==> config.mk <==
export PLATFORM = sky130hd
export DESIGN_NAME = mq_flow_ctrl
export DESIGN_NICKNAME = d
export VERILOG_FILES = /design/src/rtl/mq_pkg.sv /design/src/rtl/mq_ctrl_fsm.sv /design/src/rtl/mq_queue.sv /design/src/rtl/mq_mem.sv /design/src/rtl/mq_flow_ctrl.sv
export SDC_FILE = /design/constraint.sdc
export NUM_CORES = 2
export LEC_CHECK = 0
export CORE_ASPECT_RATIO = 0.8
export CORE_MARGIN = 1.5
export CORE_UTILIZATION = 40
export DETAILED_ROUTE_END_ITERATION = 10
export DONT_BUFFER_PORTS = 1
export PLACE_DENSITY = 0.64
export SYNTH_ARGS = -nofsm -noshare
export SYNTH_HDL_FRONTEND = slang
export SYNTH_SLANG_ARGS = --single-unit
export TNS_END_PERCENT = 50
==> constraint.sdc <==
create_clock -name clk -period 5.07 [get_ports clk]
set_input_delay 0.507 -clock clk [delete_from_list [all_inputs] [get_ports clk]]
set_output_delay 0.507 -clock clk [all_outputs]
set_load 0.02 [all_outputs]
==> src/rtl/mq_pkg.sv <==
package mq_pkg;
    typedef enum logic {
        ST_CFG = 1'b0,
        ST_RUN = 1'b1
    } mq_state_e;
endpackage

==> src/rtl/mq_ctrl_fsm.sv <==
module mq_ctrl_fsm
    import mq_pkg::*;
(
    input  logic clk,
    input  logic rst_n,
    input  logic cfg_go,
    output logic run_o,
    output logic cfg_open_o
);
    mq_state_e state_q, state_d;

    always_ff @(posedge clk or negedge rst_n) begin
        if (!rst_n) state_q <= ST_CFG;
        else        state_q <= state_d;
    end

    always_comb begin
        state_d = state_q;
        unique case (state_q)
            ST_CFG: if (cfg_go) state_d = ST_RUN;
            ST_RUN: state_d = ST_RUN;
        endcase
    end

    always_comb begin
        run_o      = 1'b0;
        cfg_open_o = 1'b0;
        unique case (state_q)
            ST_CFG: cfg_open_o = 1'b1;
            ST_RUN: run_o      = 1'b1;
        endcase
    end

    // once running, only master reset leaves the run state
    a_r2_run_sticky: assert property (@(posedge clk) disable iff (!rst_n)
        run_o |=> run_o);
endmodule

==> src/rtl/mq_queue.sv <==
module mq_queue #(
    parameter int AW = 6,
    localparam int CW = AW + 1
) (
    input  logic          clk,
    input  logic          rst_n,
    input  logic [AW-1:0] base_i,
    input  logic [CW-1:0] depth_i,
    input  logic [CW-1:0] af_i,
    input  logic [CW-1:0] ae_i,
    input  logic          clr_i,
    input  logic          push_i,
    input  logic          pop_i,
    output logic [AW-1:0] waddr_o,
    output logic [AW-1:0] raddr_o,
    output logic [CW-1:0] count_o,
    output logic          full_o,
    output logic          empty_o,
    output logic          afull_o,
    output logic          aempty_o
);
    logic [AW-1:0] wp, rp;
    logic [CW-1:0] cnt;

    function automatic logic [AW-1:0] step(input logic [AW-1:0] p, input logic [CW-1:0] d);
        return (({1'b0, p} + CW'(1)) >= d) ? '0 : p + AW'(1);
    endfunction

    always_ff @(posedge clk or negedge rst_n) begin
        if (!rst_n) begin
            wp <= '0; rp <= '0; cnt <= '0;
        end else if (clr_i) begin
            wp <= '0; rp <= '0; cnt <= '0;
        end else begin
            if (push_i) wp <= step(wp, depth_i);
            if (pop_i)  rp <= step(rp, depth_i);
            unique case ({push_i, pop_i})
                2'b10:   cnt <= cnt + CW'(1);
                2'b01:   cnt <= cnt - CW'(1);
                default: cnt <= cnt;
            endcase
        end
    end

    assign waddr_o  = base_i + wp;
    assign raddr_o  = base_i + rp;
    assign count_o  = cnt;
    assign full_o   = cnt >= depth_i;
    assign empty_o  = cnt == '0;
    assign afull_o  = ({1'b0, cnt} + {1'b0, af_i}) >= {1'b0, depth_i};
    assign aempty_o = cnt <= ae_i;

    // occupancy never exceeds depth
    a_r7_no_overflow: assert property (@(posedge clk) disable iff (!rst_n)
        cnt <= depth_i);
    // the port logic never pops an empty queue
    a_r7_no_underflow: assert property (@(posedge clk) disable iff (!rst_n)
        pop_i |-> cnt != '0);
    // simultaneous push and pop keep occupancy
    a_r8_same_cycle: assert property (@(posedge clk) disable iff (!rst_n)
        (push_i && pop_i && !clr_i) |=> $stable(cnt));
    // a clear leaves the queue empty
    a_r9_clear_empties: assert property (@(posedge clk) disable iff (!rst_n)
        clr_i |=> cnt == '0);
endmodule

==> src/rtl/mq_mem.sv <==
module mq_mem #(
    parameter int AW = 6,
    parameter int DW = 16,
    localparam int WORDS = 1 << AW
) (
    input  logic          clk,
    input  logic          rst_n,
    input  logic          we,
    input  logic [AW-1:0] waddr,
    input  logic [DW-1:0] wdata,
    input  logic          re,
    input  logic [AW-1:0] raddr,
    output logic [DW-1:0] rdata
);
    logic [DW-1:0] store [WORDS];

    always_ff @(posedge clk) begin
        if (we) store[waddr] <= wdata;
    end

    always_ff @(posedge clk or negedge rst_n) begin
        if (!rst_n)  rdata <= '0;
        else if (re) rdata <= store[raddr];
    end
endmodule

==> src/rtl/mq_flow_ctrl.sv <==
module mq_flow_ctrl #(
    parameter int NQ = 8,
    parameter int AW = 6,
    parameter int DW = 16,
    localparam int QW = $clog2(NQ),
    localparam int CW = AW + 1
) (
    input  logic          clk,
    input  logic          rst_n,
    input  logic          cfg_en,
    input  logic [QW-1:0] cfg_q,
    input  logic [AW-1:0] cfg_base,
    input  logic [CW-1:0] cfg_depth,
    input  logic [CW-1:0] cfg_af,
    input  logic [CW-1:0] cfg_ae,
    input  logic [QW:0]   cfg_nq,
    input  logic          cfg_go,
    input  logic          wr_en,
    input  logic [QW-1:0] wr_sel,
    input  logic [DW-1:0] wr_data,
    input  logic          rd_en,
    input  logic [QW-1:0] rd_sel,
    output logic [DW-1:0] rd_data,
    input  logic          prst,
    output logic          wr_full,
    output logic          rd_valid,
    output logic [NQ-1:0] af_vec,
    output logic [NQ-1:0] ae_vec
);
    localparam int DEF_D   = (1 << AW) / NQ;
    localparam int DEF_OFF = 2;

    logic run, cfg_open;

    mq_ctrl_fsm u_fsm (
        .clk        (clk),
        .rst_n      (rst_n),
        .cfg_go     (cfg_go),
        .run_o      (run),
        .cfg_open_o (cfg_open)
    );

    logic [AW-1:0] base_r [NQ];
    logic [CW-1:0] dep_r  [NQ];
    logic [CW-1:0] af_r   [NQ];
    logic [CW-1:0] ae_r   [NQ];
    logic [QW:0]   qcnt_r;

    always_ff @(posedge clk or negedge rst_n) begin
        if (!rst_n) begin
            for (int q = 0; q < NQ; q++) begin
                base_r[q] <= AW'(q * DEF_D);
                dep_r[q]  <= CW'(DEF_D);
                af_r[q]   <= CW'(DEF_OFF);
                ae_r[q]   <= CW'(DEF_OFF);
            end
            qcnt_r <= (QW+1)'(NQ);
        end else if (cfg_open) begin
            if (cfg_en) begin
                base_r[cfg_q] <= cfg_base;
                dep_r[cfg_q]  <= cfg_depth;
                af_r[cfg_q]   <= cfg_af;
                ae_r[cfg_q]   <= cfg_ae;
            end
            if (cfg_go) qcnt_r <= cfg_nq;
        end
    end

    logic [AW-1:0] wa_v [NQ];
    logic [AW-1:0] ra_v [NQ];
    logic [CW-1:0] cnt_v [NQ];
    logic [NQ-1:0] full_v, empty_v, push_v, pop_v, clr_v;

    logic clr_hit, wr_act, rd_act, wr_ok, rd_ok;
    assign clr_hit = run && prst && (wr_sel == rd_sel);
    assign wr_act  = {1'b0, wr_sel} < qcnt_r;
    assign rd_act  = {1'b0, rd_sel} < qcnt_r;
    assign wr_ok   = run && wr_en && !clr_hit && wr_act && !full_v[wr_sel];
    assign rd_ok   = run && rd_en && !clr_hit && rd_act && !empty_v[rd_sel];

    for (genvar g = 0; g < NQ; g++) begin : g_q
        assign push_v[g] = wr_ok && (wr_sel == QW'(g));
        assign pop_v[g]  = rd_ok && (rd_sel == QW'(g));
        assign clr_v[g]  = (clr_hit && (wr_sel == QW'(g))) ||
                           (cfg_open && cfg_en && (cfg_q == QW'(g)));

        mq_queue #(.AW(AW)) u_queue (
            .clk      (clk),
            .rst_n    (rst_n),
            .base_i   (base_r[g]),
            .depth_i  (dep_r[g]),
            .af_i     (af_r[g]),
            .ae_i     (ae_r[g]),
            .clr_i    (clr_v[g]),
            .push_i   (push_v[g]),
            .pop_i    (pop_v[g]),
            .waddr_o  (wa_v[g]),
            .raddr_o  (ra_v[g]),
            .count_o  (cnt_v[g]),
            .full_o   (full_v[g]),
            .empty_o  (empty_v[g]),
            .afull_o  (af_vec[g]),
            .aempty_o (ae_vec[g])
        );

        // a queue outside the active count never holds data in run
        a_r10_idle_queue_empty: assert property (@(posedge clk) disable iff (!rst_n)
            (run && ((QW+1)'(g) >= qcnt_r)) |-> cnt_v[g] == '0);
    end

    mq_mem #(.AW(AW), .DW(DW)) u_mem (
        .clk   (clk),
        .rst_n (rst_n),
        .we    (wr_ok),
        .waddr (wa_v[wr_sel]),
        .wdata (wr_data),
        .re    (rd_ok),
        .raddr (ra_v[rd_sel]),
        .rdata (rd_data)
    );

    assign wr_full  = full_v[wr_sel];
    assign rd_valid = !empty_v[rd_sel];

    // layout is frozen in the run state
    a_r2_cfg_frozen: assert property (@(posedge clk) disable iff (!rst_n)
        run |=> ($stable(qcnt_r) && $stable(dep_r[0]) && $stable(base_r[0])));
    // an ignored read leaves the output word unchanged
    a_r7_read_hold: assert property (@(posedge clk) disable iff (!rst_n)
        !rd_ok |=> $stable(rd_data));
    // nothing is pushed while in setup
    a_r1_setup_quiet: assert property (@(posedge clk) disable iff (!rst_n)
        cfg_open |-> (push_v == '0 && pop_v == '0));
endmodule

# ---- Word-level counts from Yosys, hierarchy flattened
# Memory sizes are Yosys's and may differ from the RTL's. A register that Yosys moved wholly into a read port is not among the register bits.
# Index checks and enable logic that the tools add are counted.
# W data, S select, Z words.
dict set report classes {
  add_sub_neg 72
  n_lt_le_gt_ge 48
  n_eq_ne 38
  mux 88
  bitwise 4
  n_reduce_logical 93
}
# cell n
set op_table {}
lappend op_table {{$mux W6} 53}
lappend op_table {{$bwmux W56} 3}
lappend op_table {{$ge A7 B7 Y1} 24}
lappend op_table {{$add A6 B1 Y7 const B} 16}
lappend op_table {{$pmux W7 S2} 8}
lappend op_table {{$add A6 B1 Y6 const B} 16}
lappend op_table {{$add A6 B6 Y6} 16}
lappend op_table {{$add A7 B7 Y8} 8}
lappend op_table {{$ge A8 B7 Y1} 8}
lappend op_table {{$mux W7} 9}
lappend op_table {{$add A7 B1 Y7 const B} 8}
lappend op_table {{$le A7 B7 Y1} 8}
lappend op_table {{$logic_not A7 Y1} 8}
lappend op_table {{$sub A7 B1 Y7 const B} 8}
lappend op_table {{$bwmux W48} 1}
lappend op_table {{$logic_and A1 B1 Y1} 44}
lappend op_table {{$bmux W6 S3} 2}
lappend op_table {{$eq A3 B3 Y1 const B} 12}
lappend op_table {{$reduce_bool A2 Y1} 16}
lappend op_table {{$reduce_bool A3 Y1} 8}
lappend op_table {{$demux W7 S3} 1}
lappend op_table {{$demux W6 S3} 1}
lappend op_table {{$eq A3 B2 Y1 const B} 6}
lappend op_table {{$eq A2 B1 Y1 const B} 8}
lappend op_table {{16 further kinds} 51}
dict set report totals {
  register_bits 373
  ram_bits 1024
  inputBits 63
  output_inout_bits 34
  elab_cells 402
  mem_count 1
}
# name depth width read_ports rd_ports_with_merged_regs wr line_no
set memory_table {}
lappend memory_table {u_mem.store 64 16 1 1 1 mq_mem.sv:15} ;# logic [DW-1:0] store [WORDS];

# ---- Logic depth before layout (Yosys ltp)
dict set report depth {
  depth_word 11
  depth_mapped 21
  depth_no_buf 21
}

# ---- By module
# Synthesis repeated with hierarchy kept, for this count alone.
dict set report unflattened {
  cells_unflattened 4831
  hier_area_um2 69820.7
}
# module n_inst cells_per_inst area_each_um2
set modules_own_cells {}
lappend modules_own_cells {mq_mem 1 1897 39925.8}
lappend modules_own_cells {{mq_queue at g_q[0].u_queue ...} 5 291 2546.2}
lappend modules_own_cells {mq_flow_ctrl 1 599 9510.4}
lappend modules_own_cells {{mq_queue at g_q[6].u_queue ...} 2 293 2542.4}
lappend modules_own_cells {{mq_queue at g_q[5].u_queue} 1 291 2533.7}
lappend modules_own_cells {mq_ctrl_fsm 1 3 35.0}

# ---- Worst setup path before layout
# OpenSTA, ideal clock, no wires.
dict set report synth_path {
  path_kind {flip-flop to flip-flop}
  from {reg g_q[4].u_queue.cnt[0]}
  to {mem u_mem.store[11][0], enable pin}
  arrival_time_ns 4.242
  required_time_ns 4.640
  setup_slack_ns 0.397
  stages_incl_launch_ff 14
  path_buffers 2
  period_less_slack_ns 4.673
  path_cell_list {dfrtp_1 -> inv_1 -> ha_1 -> nand2b_1 -> a21o_1 -> a21o_1 -> a21oi_1 -> o21ai_0 -> a211o_1 -> a32oi_1 -> a32oi_1 -> clkbuf_1 -> buf_1 -> nor4_1}
}
dict set report synth_between {
  elab_chain_cells 7
}
# element line_no
set synth_rtl {}
lappend synth_rtl {{start, declared} mq_queue.sv:23} ;# logic [CW-1:0] cnt;
lappend synth_rtl {{start signal, assigned} mq_queue.sv:38} ;# 2'b10: cnt <= cnt + CW'(1);
lappend synth_rtl {{start signal, assigned} mq_queue.sv:39} ;# 2'b01: cnt <= cnt - CW'(1);
lappend synth_rtl {{start signal, assigned} mq_queue.sv:40} ;# default: cnt <= cnt;
lappend synth_rtl {{$ge A7 B7 Y1} mq_queue.sv:48} ;# assign full_o = cnt >= depth_i;
lappend synth_rtl {{$bmux W1 S3} mq_flow_ctrl.sv:78} ;# assign wr_ok = run && wr_en && !clr_hit && wr_act && !full_v[wr_sel];
lappend synth_rtl {{$mux W1 (implied by the code)} mq_flow_ctrl.sv:78}
lappend synth_rtl {{$logic_not A1 Y1} mq_flow_ctrl.sv:78}
lappend synth_rtl {{$logic_and A1 B1 Y1} mq_flow_ctrl.sv:78}
lappend synth_rtl {{$mux W1} mq_mem.sv:18} ;# if (we) store[waddr] <= wdata;
lappend synth_rtl {{$mux W1 (implied by the code)} mq_mem.sv:18}
lappend synth_rtl {{end, declared} mq_mem.sv:15}
# Every way passes these cells. The select of a mux whose other input is x is not followed.

# ---- Final worst setup path
dict set report layout_path {
  from {reg dep_r[7] (netlist bit)}
  to {reg g_q[6].u_queue.cnt[6]}
}
dict set report layout_between {
  elab_chain_cells 9
  word_cells_on_any_way 11
}
# element line_no
set layout_rtl {}
lappend layout_rtl {{start, declared} mq_flow_ctrl.sv:44} ;# logic [CW-1:0] dep_r [NQ];
lappend layout_rtl {{start signal, assigned by index} mq_flow_ctrl.sv:53} ;# dep_r[q] <= CW'(DEF_D);
lappend layout_rtl {{start signal, assigned by index} mq_flow_ctrl.sv:61} ;# dep_r[cfg_q] <= cfg_depth;
lappend layout_rtl {{$ge A7 B7 Y1 (*)} mq_queue.sv:48}
lappend layout_rtl {{$bmux W1 S3 (*)} mq_flow_ctrl.sv:78}
lappend layout_rtl {{$mux W1 (implied by the code) (*)} mq_flow_ctrl.sv:78}
lappend layout_rtl {{$logic_not A1 Y1 (*)} mq_flow_ctrl.sv:78}
lappend layout_rtl {{$logic_and A1 B1 Y1 (*)} mq_flow_ctrl.sv:78}
lappend layout_rtl {{$logic_and A1 B1 Y1 (*)} mq_flow_ctrl.sv:82} ;# assign push_v[g] = wr_ok && (wr_sel == QW'(g));
lappend layout_rtl {{$eq A2 B1 Y1 or $eq A2 B2 Y1 (tied branches)} mq_queue.sv:37} ;# unique case ({push_i, pop_i})
lappend layout_rtl {{$pmux W7 S2} mq_queue.sv:37}
lappend layout_rtl {{$mux W7} mq_queue.sv:32} ;# end else if (clr_i) begin
lappend layout_rtl {{end signal, assigned} mq_queue.sv:38}
lappend layout_rtl {{end signal, assigned} mq_queue.sv:39}
lappend layout_rtl {{end signal, assigned} mq_queue.sv:40}
lappend layout_rtl {{end, declared} mq_queue.sv:23}
# Mark *: on every way between the ends. The rest lies on a longest branch, timed or not. The select of a mux whose other input is x is not followed.
# A chain may end at the register's enable or synchronous reset.

==> impl_metrics.env <==
export IMPL_r2r_end="g_q[6].u_queue.count_o[6]$_DFFE_PN0P_"
export IMPL_dp_hpwl_microns=119000
export IMPL_fp_dieH_microns=378
export IMPL_die_area_sq_um=178000
export IMPL_start_util_pct=40.3
export IMPL_power_density_nw_per_um2=440
export IMPL_reg2reg_depth=19
export IMPL_muxShareOfSynthArea_pct=8.63
export IMPL_p_clk_share_pct=32.1
export IMPL_switching_power_mw=11.5
export IMPL_syn_nets=6031
export IMPL_routed_wl_met3_microns=14000
export IMPL_status="finished, violations left"
export IMPL_total_power_mw=35.2
export IMPL_power_frac_seq_pct=39.3
export IMPL_clockBufferDepth=3
export IMPL_grt_total_usage_pct=21.0
export IMPL_critPathArrivalTime_ns=5.46
export IMPL_grt_overflow_total=0
export IMPL_async_flop_share_pct=27.5
export IMPL_synth_seq_area_share_pct=57.6
export IMPL_vias=45047
export IMPL_r2r_setup_slack_ns=0.32
export IMPL_yosys_area_share_simple_pct=9.98
export IMPL_worstPathCellList="ha_1, nand2b_1, a21o_1, a21o_1, a21o_1, a21oi_1, o21ai_0, a32oi_1, buf_4, nand4_1, ha_1, fa_1, a21o_1, a21oi_1, o21bai_1, a21oi_1, xor2_1, or3_1, a21oi_1"
export IMPL_synth_top_family_by_area="simple AND/OR/NAND/NOR gates"
export IMPL_crit_family="compound AO/OA/AOI/OAI gates"
export IMPL_synth_cell_types=75
export IMPL_io_buffers=0
export IMPL_hold_violations=359
export IMPL_drt_iter0_drc=4524
export IMPL_p_int_mw=23.7
export IMPL_synth_compound_area_share_pct=8.75
export IMPL_routed_wl_met2_microns=83800
export IMPL_cts_tree="yes"
export IMPL_synth_edff_count=1024
export IMPL_ant_nets=0
export IMPL_max_stage_delay_ns=0.46
export IMPL_synth_seq_cells=1413
export IMPL_cts_buffers=154
export IMPL_vdd_drop_max_mv=0.322
export IMPL_ctsHoldBuffers=52
export IMPL_drv_slew=0
export IMPL_fillCellCount=15319
export IMPL_instances_no_fill=7983
export IMPL_nets=6141
export IMPL_insertion_delay_ns=0.80
export IMPL_rsz0062_at_grt="false"
export IMPL_ff_latch_area_sq_um=40500
export IMPL_wire_per_inst_microns=23.5
export IMPL_core_area_sq_um=175000
export IMPL_layout_common_cells="edfxtp_1 (1024), nand2_1 (538), ha_1 (484)"
export IMPL_skew_ns=0.0570
export IMPL_top_layer="met5"
export IMPL_critical_path_buf_inv_count=1
export IMPL_synth_cell_area_sq_um=70400
export IMPL_synth_xor_area_share_pct=2.78
export IMPL_synth_fa_ha_area_share_pct=9.52
export IMPL_tightest_slew_ns=1.31
export IMPL_crit_path_end="g_q[6].u_queue.count_o[6]$_DFFE_PN0P_"
export IMPL_final_common_cell="edfxtp_1"
export IMPL_grt_max_degree=390
export IMPL_wirelength_met1_microns=85000
export IMPL_grt_pass1_wl_microns=284000
export IMPL_final_util_pct=45.8
export IMPL_worstPathMaxFanout=7
export IMPL_avgSynthCellArea_sq_um=12.9
export IMPL_avgViaCountPerCell=5.64
export IMPL_clk_pin_slew_ns=0.05
export IMPL_maxCapViolations=0
export IMPL_antenna_found_initial=14
export IMPL_wl_microns=188000
export IMPL_postSynthCellCount=5452
export IMPL_hp_class="primary input to async pin"
export IMPL_die_x_microns=472
export IMPL_crit_cells=19
export IMPL_yosys_warnings=0
export IMPL_synthToLayoutAreaGrowth_pct=13.6
export IMPL_finalCritPeriodShare_pct=93.7
export IMPL_cts_root_buf="clkbuf_16"
export IMPL_hold_worst_slack_ns=-0.574
export IMPL_power_leakage_nw=32.4
export IMPL_multi_input_area_sq_um=28400
export IMPL_worst_setup_path_end_kind="flop"
export IMPL_fin_crit_ns=4.75
export IMPL_num_rows=137
export IMPL_p_sw_share_pct=32.7
export IMPL_cp_slowest_cell="ha_1"
export IMPL_grt_pass1_vias=43804
export IMPL_layout_drive_gt1_share_pct=15.2
export IMPL_clkSinkCount=1413
export IMPL_critPathLaunchType="flop"
export IMPL_violations="hold timing"
export IMPL_fmax_mhz=211
export IMPL_timing_rr_start="dep_r[7]$_DFFE_PN0P_"
export IMPL_drcViolationCount=0
export IMPL_synth_main_ff_cell="edfxtp_1"
export IMPL_worstSetupPathType="flop to flop"
export IMPL_drtPass1Iterations=5
export IMPL_relSlewSlack_pct=12.5
export IMPL_io_pins=97
export IMPL_gp_congestion=0.915
export IMPL_critPathLaunch="dep_r[7]$_DFFE_PN0P_"
export IMPL_htree_levels=4
export IMPL_setup_viol=0
export IMPL_p_comb_share_pct=28.6
export IMPL_placed_cells=7644
export IMPL_critical_path_required_ns=5.78
-- stage by stage --
stage                     hold slack (ns)  setup TNS (ns)  worst slack [ns]  cell area, sq um
after floorplan                     0.211               0             0.397             70400
after global placement              0.229         -0.0657           -0.0449             73800
after detailed placement            0.225          -0.854            -0.246             73800
after CTS                          -0.629               0             0.215             79900
after global routing               -0.611               0             0.110             79900
final                              -0.574               0             0.320             79900
-- layer usage --
metal / GRT usage [%] / up-vias
met5: 0 / -
met1: 31.2 / 22728
li1: - / 20446
met2: 31.7 / 1609
met3: 3.43 / 262
met4: 5.99 / 2
-- cell families after synthesis --
family	count (synthesis)
multiplexers	403
XOR/XNOR	223
adder cells (fa/ha/maj)	516
AO/OA/AOI/OAI	923
AND/OR/NAND/NOR	1547
buffers and inverters	427
flip-flops	1413
-- state kept, by name, summed over array words and instances, names as in the netlist --
name	flops
g_q.u_queue.count_o	56
base_r	48
qcnt_r	4
u_mem.rdata	16
af_r	56
g_q.u_queue.rp	48
u_fsm.state_q	1
g_q.u_queue.wp	48
ae_r	56
dep_r	56
u_mem.store	1024
-- timing repair --
action / CTS / global route
setup buffers: 2 / 1
endpoints found under the setup margin: 6 / 5
resized for setup: 4 / 1
pin swaps: 1 / 1
hold endpoints to repair: 1634 / 382
-- worst min-delay path by stage --
stage / from / end / slack, ns / cells after the start
2_1_floorplan: rst_n / ae_r[0]$_DFFE_PN0P_ / 0.21 / 0
3_3_place_gp: rst_n / ae_r[3]$_DFFE_PN0P_ / 0.23 / 0
3_5_place_dp: rst_n / ae_r[3]$_DFFE_PN0P_ / 0.22 / 0
4_1_cts: rst_n / ae_r[2]$_DFFE_PN0P_ / -0.63 / 0
5_1_grt: rst_n / ae_r[3]$_DFFE_PN0P_ / -0.61 / 0
6_report: rst_n / ae_r[3]$_DFFE_PN0P_ / -0.57 / 0
-- power by group through the flow --
stage	registers, mW	logic, mW	clock network (mW)
after floorplan	13.7	7.22	0
after global placement	14.0	9.59	0
after detailed placement	14.0	9.77	0
after CTS	13.8	10.1	11.5
after global routing	13.9	11.1	11.9
final	13.8	10.1	11.3
-- area by class of cell --
cell class | instances | area share [%]
clock inverters | 81 | 1.21
flip-flops and latches | 1413 | 50.7
well taps | 2293 | 3.59
clock buffers | 200 | 5.23
repair buffers | 200 | 2.83
inverters | 181 | 0.850
multi-input cells | 3612 | 35.6
diodes | 3 | 0.00939
-- synth_stat cells, types with 14 or more instances --
cell | instances | area (sq um)
a221o_1 | 16 | 160
inv_1 | 180 | 676
o211ai_1 | 87 | 653
o22ai_1 | 14 | 87.6
mux2i_1 | 82 | 821
nand3_1 | 193 | 966
xor2_1 | 72 | 631
buf_2 | 90 | 450
o21bai_1 | 37 | 278
nor3_1 | 60 | 300
xnor2_1 | 151 | 1320
nor2b_1 | 40 | 250
and2_0 | 33 | 206
fa_1 | 32 | 641
dfstp_2 | 37 | 972
a22o_1 | 20 | 175
and3_1 | 49 | 307
mux4_2 | 144 | 3240
a21o_1 | 184 | 1380
nor4_1 | 34 | 213
a21oi_1 | 217 | 1090
o21ai_0 | 144 | 721
a32oi_1 | 51 | 447
buf_1 | 14 | 52.6
a31oi_1 | 50 | 313
and2_1 | 23 | 144
nand4_1 | 20 | 125
a211oi_1 | 53 | 398
ha_1 | 484 | 6060
clkbuf_1 | 93 | 349
nor2_1 | 425 | 1600
dfrtp_1 | 352 | 8810
nand2_1 | 539 | 2020
nand2b_1 | 82 | 513
edfxtp_1 | 1024 | 30700
buf_4 | 39 | 293
mux2_2 | 175 | 1970
-- worst reg2reg max path, cell delays in order, from the launching register on --
cell,delay [ns]
dfrtp_1,0.43
ha_1,0.30
nand2b_1,0.14
a21o_1,0.17
a21o_1,0.17
a21o_1,0.18
a21oi_1,0.14
o21ai_0,0.29
a32oi_1,0.29
buf_4,0.19
nand4_1,0.26
ha_1,0.46
fa_1,0.47
a21o_1,0.18
a21oi_1,0.22
o21bai_1,0.09
a21oi_1,0.17
xor2_1,0.09
or3_1,0.31
a21oi_1,0.14
(Power assumes the default switching activity.)
